**src/rtl/ecap_pkg.sv**
```systemverilog
package ecap_pkg;

    localparam int ADDR_W = 4;

    typedef enum logic [ADDR_W-1:0] {
        REG_CTRL   = 4'd0,
        REG_PSC    = 4'd1,
        REG_WRAP   = 4'd2,
        REG_CHCFG  = 4'd3,
        REG_UPDATE = 4'd4,
        REG_STATUS = 4'd5,
        REG_IRQEN  = 4'd6,
        REG_COUNT  = 4'd7,
        REG_CAP0   = 4'd8
    } reg_addr_e;

    // per-channel setting: bit 1 enables capture, bit 0 picks the falling edge
    typedef struct packed {
        logic enable;
        logic falling;
    } ch_cfg_t;

    typedef struct packed {
        logic rise;
        logic fall;
    } edge_evt_t;

    function automatic logic edge_hit(edge_evt_t e, ch_cfg_t c);
        return c.enable & (c.falling ? e.fall : e.rise);
    endfunction

endpackage

```
**src/rtl/ecap_sync_edge.sv**
```systemverilog
module ecap_sync_edge
    import ecap_pkg::*;
#(
    parameter int STAGES = 2
) (
    input  logic      clk,
    input  logic      rst,
    input  logic      async_in,
    output edge_evt_t evt
);
    logic [STAGES:0] chain_q;

    always_ff @(posedge clk) begin
        if (rst) chain_q <= '0;
        else     chain_q <= {chain_q[STAGES-1:0], async_in};
    end

    always_comb begin
        evt.rise = chain_q[STAGES-1] & ~chain_q[STAGES];
        evt.fall = ~chain_q[STAGES-1] & chain_q[STAGES];
    end
endmodule

```
**src/rtl/ecap_timebase.sv**
```systemverilog
module ecap_timebase #(
    parameter int CNT_W = 16
) (
    input  logic             clk,
    input  logic             rst,
    input  logic             run,
    input  logic             upd,
    input  logic [CNT_W-1:0] psc,
    input  logic [CNT_W-1:0] wrap,
    output logic [CNT_W-1:0] count,
    output logic             tick
);
    logic [CNT_W-1:0] phase_q;

    assign tick = run & ~upd & (phase_q >= psc);

    always_ff @(posedge clk) begin
        if (rst || upd) begin
            phase_q <= '0;
            count   <= '0;
        end else if (run) begin
            if (tick) begin
                phase_q <= '0;
                count   <= (count == wrap) ? '0 : count + 1'b1;
            end else begin
                phase_q <= phase_q + 1'b1;
            end
        end
    end
endmodule

```
**src/rtl/ecap_channel.sv**
```systemverilog
module ecap_channel
    import ecap_pkg::*;
#(
    parameter int CNT_W = 16
) (
    input  logic             clk,
    input  logic             rst,
    input  ch_cfg_t          cfg,
    input  edge_evt_t        evt,
    input  logic [CNT_W-1:0] count,
    input  logic             clr_flag,
    input  logic             clr_ovr,
    output logic [CNT_W-1:0] cap_q,
    output logic             flag_q,
    output logic             ovr_q
);
    logic hit;
    assign hit = edge_hit(evt, cfg);

    always_ff @(posedge clk) begin
        if (rst) begin
            cap_q  <= '0;
            flag_q <= 1'b0;
            ovr_q  <= 1'b0;
        end else begin
            if (hit) cap_q <= count;
            flag_q <= hit | (flag_q & ~clr_flag);
            ovr_q  <= (hit & flag_q) | (ovr_q & ~clr_ovr);
        end
    end
endmodule

```
**src/rtl/ecap_capture_unit.sv**
```systemverilog
module ecap_capture_unit
    import ecap_pkg::*;
#(
    parameter int CNT_W = 16,
    parameter int NCH   = 2
) (
    input  logic              clk,
    input  logic              rst,
    input  logic              trig_in,
    input  logic              wr_en,
    input  logic [ADDR_W-1:0] wr_addr,
    input  logic [CNT_W-1:0]  wr_data,
    input  logic [ADDR_W-1:0] rd_addr,
    output logic [CNT_W-1:0]  rd_data,
    output logic              irq
);
    localparam int FLAG_W = 2 * NCH;
    localparam int CFG_W  = 2 * NCH;

    logic              run_q;
    logic [CNT_W-1:0]  psc_q;
    logic [CNT_W-1:0]  wrap_q;
    logic [CFG_W-1:0]  chcfg_q;
    logic [FLAG_W-1:0] irqen_q;
    logic [CNT_W-1:0]  count;
    logic              tick;
    logic              upd;
    logic              wr_status;
    edge_evt_t         evt;
    logic [NCH-1:0]    flag;
    logic [NCH-1:0]    ovr;
    logic [CNT_W-1:0]  cap [NCH];
    logic [FLAG_W-1:0] status;

    assign upd       = wr_en && (wr_addr == REG_UPDATE) && wr_data[0];
    assign wr_status = wr_en && (wr_addr == REG_STATUS);
    assign status    = {ovr, flag};
    assign irq       = |(status & irqen_q);

    always_ff @(posedge clk) begin
        if (rst) begin
            run_q   <= 1'b0;
            psc_q   <= '0;
            wrap_q  <= '0;
            chcfg_q <= '0;
            irqen_q <= '0;
        end else if (wr_en) begin
            case (wr_addr)
                REG_CTRL:  run_q   <= wr_data[0];
                REG_PSC:   psc_q   <= wr_data;
                REG_WRAP:  wrap_q  <= wr_data;
                REG_CHCFG: chcfg_q <= wr_data[CFG_W-1:0];
                REG_IRQEN: irqen_q <= wr_data[FLAG_W-1:0];
                default: ;
            endcase
        end
    end

    ecap_sync_edge #(.STAGES(2)) sync_i (
        .clk(clk), .rst(rst), .async_in(trig_in), .evt(evt)
    );

    ecap_timebase #(.CNT_W(CNT_W)) tb_i (
        .clk(clk), .rst(rst), .run(run_q), .upd(upd),
        .psc(psc_q), .wrap(wrap_q), .count(count), .tick(tick)
    );

    for (genvar i = 0; i < NCH; i++) begin : g_ch
        ecap_channel #(.CNT_W(CNT_W)) ch_i (
            .clk(clk), .rst(rst),
            .cfg(ch_cfg_t'(chcfg_q[2*i +: 2])),
            .evt(evt), .count(count),
            .clr_flag(wr_status & wr_data[i]),
            .clr_ovr(wr_status & wr_data[NCH + i]),
            .cap_q(cap[i]), .flag_q(flag[i]), .ovr_q(ovr[i])
        );
    end

    always_comb begin
        rd_data = '0;
        case (rd_addr)
            REG_CTRL:   rd_data = CNT_W'(run_q);
            REG_PSC:    rd_data = psc_q;
            REG_WRAP:   rd_data = wrap_q;
            REG_CHCFG:  rd_data = CNT_W'(chcfg_q);
            REG_STATUS: rd_data = CNT_W'(status);
            REG_IRQEN:  rd_data = CNT_W'(irqen_q);
            REG_COUNT:  rd_data = count;
            default: ;
        endcase
        for (int i = 0; i < NCH; i++) begin
            if (rd_addr == ADDR_W'(int'(REG_CAP0) + i)) rd_data = cap[i];
        end
    end
endmodule

```
**config.mk**
```make
export PLATFORM = sky130hd
export DESIGN_NAME = ecap_capture_unit
export DESIGN_NICKNAME = d
export VERILOG_FILES = /design/src/rtl/ecap_pkg.sv /design/src/rtl/ecap_sync_edge.sv /design/src/rtl/ecap_timebase.sv /design/src/rtl/ecap_channel.sv /design/src/rtl/ecap_capture_unit.sv
export SDC_FILE = /design/constraint.sdc
export NUM_CORES = 1
export LEC_CHECK = 0
export BUFFER_PORTS_ARGS = -buffer_cell sky130_fd_sc_hd__buf_2
export CAP_MARGIN = 20
export CORE_ASPECT_RATIO = 1.1
export CORE_MARGIN = 2
export CORE_UTILIZATION = 50
export CTS_BUF_LIST = sky130_fd_sc_hd__clkbuf_16
export DETAILED_ROUTE_END_ITERATION = 10
export HOLD_SLACK_MARGIN = 0.06
export PLACE_DENSITY = 0.79
export SYNTH_ARGS = -nofsm -noshare
export SYNTH_HDL_FRONTEND = slang
export SYNTH_SLANG_ARGS = --single-unit
```
**constraint.sdc**
```tcl
create_clock -name clk -period 3.8 [get_ports clk]
set_clock_uncertainty 0.2 [all_clocks]
set_input_delay 0.76 -clock clk [delete_from_list [all_inputs] [get_ports clk]]
set_output_delay 0.76 -clock clk [all_outputs]
set_load 0.02 [all_outputs]
```
==> impl_metrics.ini, run 1 <==
[synthesis]
synth_ff_type = dfxtp_1
async_reset_ff_share_pct = 0
ys_types = 58
synth_area_um2 = 5740
synth_area_per_cell_um2 = 8.09
ys_ff_latch = 112
synth_edf_count = 0
yosys_warnings = 0
yosysSeqAreaShare_pct = 39.1
synth_nets = 755
syn_inst = 709

[setup_path]
reg2reg_slack_ns = 1.05
worstPathRequired_ns = 2.84
endpoint = rd_data[1]
cp_data_arrival_time_ns = 2.35
startpoint = rd_addr[2]
crit_type = input pin to primary output
start_kind = input pin
reg2reg_depth = 8
crit_slowest_cell = mux4_1
cp_cell_sequence = buf_2 > mux4_1 > a21oi_1 > nor2_1 > a221oi_1 > a21oi_1 > buf_2
r2r-start = psc_q[15]
critPathMaxStageDelay_ns = 0.58
crit_path_max_fanout = 13
end_kind = primary output
rr_endpoint = tb_i.count[0]

[routing]
drt_first_iter_violations = 340
firstDrtPassIters = 5
postRouteAntennaNets = 0
drc = 0
wl_per_cell_um = 16.4
wirelength_mm = 14.4
viasPerCell = 5.82
vias = 5100

[cells_and_area]
multiInputGateArea_um2 = 3200
area_delta_synth_final_pct = 10.1
final_common_cell = nand2_1
regArea_um2 = 2240
final_cell_mix = nand2_1, dfxtp_1, nor2_1
drive_gt1_share_pct = 11.6
nFillCells = 1029
n_antenna_cell = 0
fin_util_pct = 55.7
nets = 767

[grt]
overflow = 0
grt_pass1_vias = 4841
grt_pass1_wl_mm = 24.0
antenna_found_initial = 0
grt_max_degree = 81
grtUsageTotal_pct = 24.2

[flow_run]
max-cap-violations = 0

[power_and_ir_drop]
max-vdd-ir-drop_uv = 204
p_per_area_nw_per_um2 = 376
design_power_total_mw = 2.38
leakage_nw = 2.62

[sta]
finalSetupViolations = 0
setup_ws_ns = 0.493
fin_tns_setup_ns = 0
max_freq_ghz = 0.302
finalHoldViolCount = 0
rsz0062_at_grt = no
maxSlewViolCount = 0
finalCritPeriodShare_pct = 87.0
period_minus_slack_ns = 3.31
worst_pin_slew_ns = 1.10
maxSlewHeadroom_pct = 26.2

[cts]
cts_resized = 0
clockRootBuffer = clkbuf_16
cts_tree = done
insertion_delay_ns = 0.36
cts_setup_buffers = 0
numCtsBuffers = 9
cts-htree-levels = 3
clock_path_buffers = 2
cts.sinks = 112
path_clk_slew_ns = 0.07
cts-hold-fix-buffers = 0

[floorplan]
die_y_um = 116
core_um2 = 11300
placementRows = 41
fp.dieArea_um2 = 12300
die_x_um = 106
initial_core_util_pct = 50.6
ios = 45

[place]
io_buffers = 44
post-place-ws_ns = 0.496
routabilityCongestion = 0.972
dp_hpwl_mm = 10.5

[outcome]
status = finished, final reports clean

[min_path]
hold_class = flop to flop
## metal layers
layer	GRT usage [%]	vias to the layer above	wire [µm]
met4	9.91	0	391
met2	41.2	210	6940
met1	30.7	2375	6110
met3	4.07	39	946
li1	-	2476	-
met5	0	-	0
## cell families after synthesis
| logic type | count (synthesis) | synth area share (%) |
|---|---|---|
| compound gates | 125 | 14.1 |
| flops | 112 | 39.1 |
| fa+ha+maj | 18 | 3.93 |
| buf+inv | 71 | 5.17 |
| simple gates | 306 | 24.3 |
| xor+xnor | 30 | 4.58 |
| mux | 47 | 8.92 |
## critical path, delay by kind of cell
family / cells / cell delay [ns]
multiplexers: 1 / 0.58
AO/OA/AOI/OAI: 3 / 0.53
buffers and inverters: 2 / 0.42
AND/OR/NAND/NOR: 1 / 0.05
## final cells by class
type	instances	share of cell area, %
multi-input combinational	526	50.7
sequential	112	35.5
timing repair buffer	52	4.44
clock buffer	9	3.57
tap	150	2.97
clock inverter	7	1.59
inverter	20	1.19
## sequential cells by signal, summed over array words and instances, names as in the netlist
name              cells
run_q                 1
wrap_q               16
irqen_q               4
tb_i.phase_q         16
g_ch.ch_i.cap_q      32
chcfg_q               4
g_ch.ch_i.ovr_q       2
sync_i.chain_q        3
tb_i.count           16
g_ch.ch_i.flag_q      2
psc_q                16
## synth_stat cells, drive strengths merged (3+ instances only)
cell type | number | area, µm²
a21oi | 64 | 320
a222oi | 12 | 120
a31oi | 12 | 75.1
and2 | 5 | 31.3
and3 | 6 | 37.5
buf | 16 | 90.1
clkbuf | 35 | 131
dfxtp | 112 | 2240
ha | 18 | 225
inv | 20 | 75.1
mux2i | 44 | 440
mux4 | 3 | 71.3
nand2 | 132 | 500
nand2b | 5 | 31.3
nand3 | 16 | 85.1
nand3b | 3 | 22.5
nand4 | 10 | 62.6
nor2 | 88 | 330
nor2b | 5 | 31.3
nor3 | 8 | 40.0
nor3b | 6 | 45.0
nor4 | 4 | 25.0
o21a | 5 | 37.5
o21ai | 8 | 40.0
o22ai | 9 | 62.6
or3 | 8 | 52.6
xnor2 | 4 | 35.0
xor2 | 26 | 228
## stage by stage
stage          cells  area (µm²)  hold WS, ns
2_1_floorplan    709        5740        0.214
3_3_place_gp     860        5990        0.232
3_5_place_dp     860        5990        0.228
4_1_cts          876        6310        0.250
5_1_grt          876        6310        0.258
6_report         876        6310        0.246
## where the power goes
part / total (mW) / leakage [nW] / internal [mW] / switching [mW]
Sequential: 1.19 / 0.903 / 1.18 / 0.00794
Combinational: 0.141 / 1.56 / 0.0460 / 0.0949
Clock: 1.05 / 0.156 / 0.586 / 0.462
## how the worst min path moves through the flow
stage / start / endpoint / depth (start not counted)
floorplan: sync_i.chain_q[0] / sync_i.chain_q[1] / 1
global placement: sync_i.chain_q[0] / sync_i.chain_q[1] / 1
detailed placement: sync_i.chain_q[0] / sync_i.chain_q[1] / 1
CTS: sync_i.chain_q[0] / sync_i.chain_q[1] / 1
global route: sync_i.chain_q[0] / sync_i.chain_q[1] / 1
finish: sync_i.chain_q[0] / sync_i.chain_q[1] / 1
Power figures use the tool's default switching activity.
==> run 2, diff against run 1 <==
--- a/config.mk
+++ b/config.mk
@@ -17,3 +17,4 @@
 export SYNTH_ARGS = -nofsm -noshare
 export SYNTH_HDL_FRONTEND = slang
+export SYNTH_HIERARCHICAL = 1
 export SYNTH_SLANG_ARGS = --single-unit
==> constraint.sdc (replaced) <==
create_clock -name clk -period 3.8 [get_ports clk]
set_clock_uncertainty 0.2 [all_clocks]
set_input_delay 0.76 -clock clk [delete_from_list [all_inputs] [get_ports clk]]
set_output_delay 0.76 -clock clk [all_outputs]
set_load 0.05 [all_outputs]
==> run 2 against run 1 <==
  * Sequential share of layout area fell by 1.6 points
  * Die area is 5.8% higher
  * Final area up 4.9%
  * Sequential cell count unchanged
  * Setup slack improved by 0.017 ns
  * Cell count up 5.3%
  * Largest cell class unchanged
==> impl_metrics.ini, run 2 <==
[outcome]
status = finished, final reports clean

[floorplan]
die_y_um = 120
initial_core_util_pct = 51.0
placementRows = 42
ios = 45
die_x_um = 109
fp.dieArea_um2 = 13100
core_um2 = 11900

[grt]
antenna_found_initial = 0
grt_pass1_wl_mm = 25.1
grtUsageTotal_pct = 24.6
grt_max_degree = 44
grt_pass1_vias = 4897
overflow = 0

[cells_and_area]
final_area_um2 = 6620
final_common_cell = nand2_1
final_cell_mix = nand2_1, dfxtp_1, nor2_1
drive_gt1_share_pct = 12.1
fin_util_pct = 55.5
nFillCells = 1127
n_antenna_cell = 0
nets = 809
largest_reg_flops = 32
top_register = g_ch.ch_i/cap_q
area_delta_synth_final_pct = 8.84

[power_and_ir_drop]
seqPwrFrac_pct = 51.8
max-vdd-ir-drop_uv = 347
comb_power_share_pct = 8.2
p_per_area_nw_per_um2 = 346
p_sw_share_pct = 26.2
power.internal_mw = 1.69
leakage_nw = 2.28
clkPwrFrac_pct = 39.9
p_sw_uw = 601

[routing]
firstDrtPassIters = 4
wirelength_mm = 15.2
drc = 0
viasPerCell = 5.75
wl_per_cell_um = 16.5
postRouteAntennaNets = 0
vias = 5297
drt_first_iter_violations = 374

[sta]
rsz0062_at_grt = no
maxSlewHeadroom_pct = 35.6
max_freq_ghz = 0.304
period_minus_slack_ns = 3.29
worst_pin_slew_ns = 0.961
finalHoldViolCount = 0
maxSlewViolCount = 0
fin_tns_setup_ns = 0
finalCritPeriodShare_pct = 86.6
finalSetupViolations = 0

[place]
routabilityCongestion = 0.903
dpl_cell_area_um2 = 6340
io_buffers = 44
dp_hpwl_mm = 11.2

[setup_path]
crit_slowest_cell = or3_1
worstPathRequired_ns = 2.84
crit_type = input pin to primary output
crit_path_frequent_cell = buf_2
cp_data_arrival_time_ns = 2.33
cp_cell_sequence = buf_2 > nand2b_1 > or3_1 > a31oi_1 > buf_2
critPathMaxStageDelay_ns = 0.42
end_kind = primary output
critical-path-top-delay-family = simple AND/OR/NAND/NOR gates
start_kind = input pin
path_buf_inv = 2
crit_path_max_fanout = 26

[cts]
clock_path_buffers = 2
cts-htree-levels = 3
cts_setup_buffers = 0
cts.sinks = 112
path_clk_slew_ns = 0.07
clockRootBuffer = clkbuf_16
cts-hold-fix-buffers = 0
cts_resized = 0
cts_tree = done
insertion_delay_ns = 0.37
numCtsBuffers = 9

[flow_run]
max-cap-violations = 0

[synthesis]
yosys_warnings = 6
synth_nets = 785
synth_area_um2 = 6080
syn_inst = 739
synth_area_per_cell_um2 = 8.23

[min_path]
hold_class = flop to flop
[run 2: cell types whose count changed in the layout (fill, tap and decap cells not counted), moves of 15 or more]
cell / before / now
nor2_1: 88 / 68
o21ai_0: 4 / 29
mux2i_1: 44 / 64
xor2_1: 26 / 8
a22oi_1: 2 / 17
a21oi_1: 64 / 49
xnor2_1: 4 / 21
[run 2: metal layers]
layer / share of wire [%] / track usage [%] / vias up
li1: - / - / 2622
met1: 46 / 34.5 / 2475
met2: 45 / 38.2 / 178
met3: 7.5 / 5.11 / 22
met4: 1.3 / 6.49 / 0
met5: 0 / 0 / -
[run 2: metrics by stage]
step	setup slack (ns)	power, mW	hold slack, ns	cells
detailed placement	0.524	1.40	0.229	906
CTS	0.525	2.31	0.248	922
global route	0.379	2.37	0.270	922
finish	0.509	2.29	0.244	922
global placement	0.543	1.40	0.238	906
floorplan	0.486	1.34	0.214	739
[run 2: final timing paths]
path | to | slack (ns) | start | cells after the start
worst min register to register | sync_i/chain_q[1] | 0.24 | sync_i/chain_q[0] | 1
worst min-delay path | sync_i/chain_q[1] | 0.24 | sync_i/chain_q[0] | 1
worst max register to register | tb_i/count[11] | 1.09 | psc_q[14] | 9
worst max-delay path | rd_data[3] | 0.51 | rd_addr[0] | 5
[run 2: layout make-up]
class | instances | area [µm²] | share of cell area, %
multi-input cells | 564 | 3530 | 53.3
flip-flops and latches | 112 | 2240 | 33.9
repair buffers | 54 | 295 | 4.46
clock buffers | 9 | 225 | 3.40
well taps | 154 | 193 | 2.91
inverters | 22 | 82.6 | 1.25
clock inverters | 7 | 55.1 | 0.831
[run 2: power by group through the flow]
stage | clock [mW] | sequential, mW | combinational, mW
after floorplan | 0 | 1.21 | 0.133
after global placement | 0 | 1.21 | 0.184
after detailed placement | 0 | 1.21 | 0.186
after CTS | 0.936 | 1.19 | 0.186
after global routing | 0.982 | 1.19 | 0.204
final | 0.914 | 1.19 | 0.188
[run 2: worst reg2reg max path: stages (launching register included)]
cell	delay [ns]
dfxtp_1	0.43
inv_1	0.10
ha_1	0.31
nand4_1	0.10
nor2_1	0.17
o2111ai_1	0.19
a31o_2	0.29
buf_4	0.20
or4_1	0.51
a21oi_1	0.15
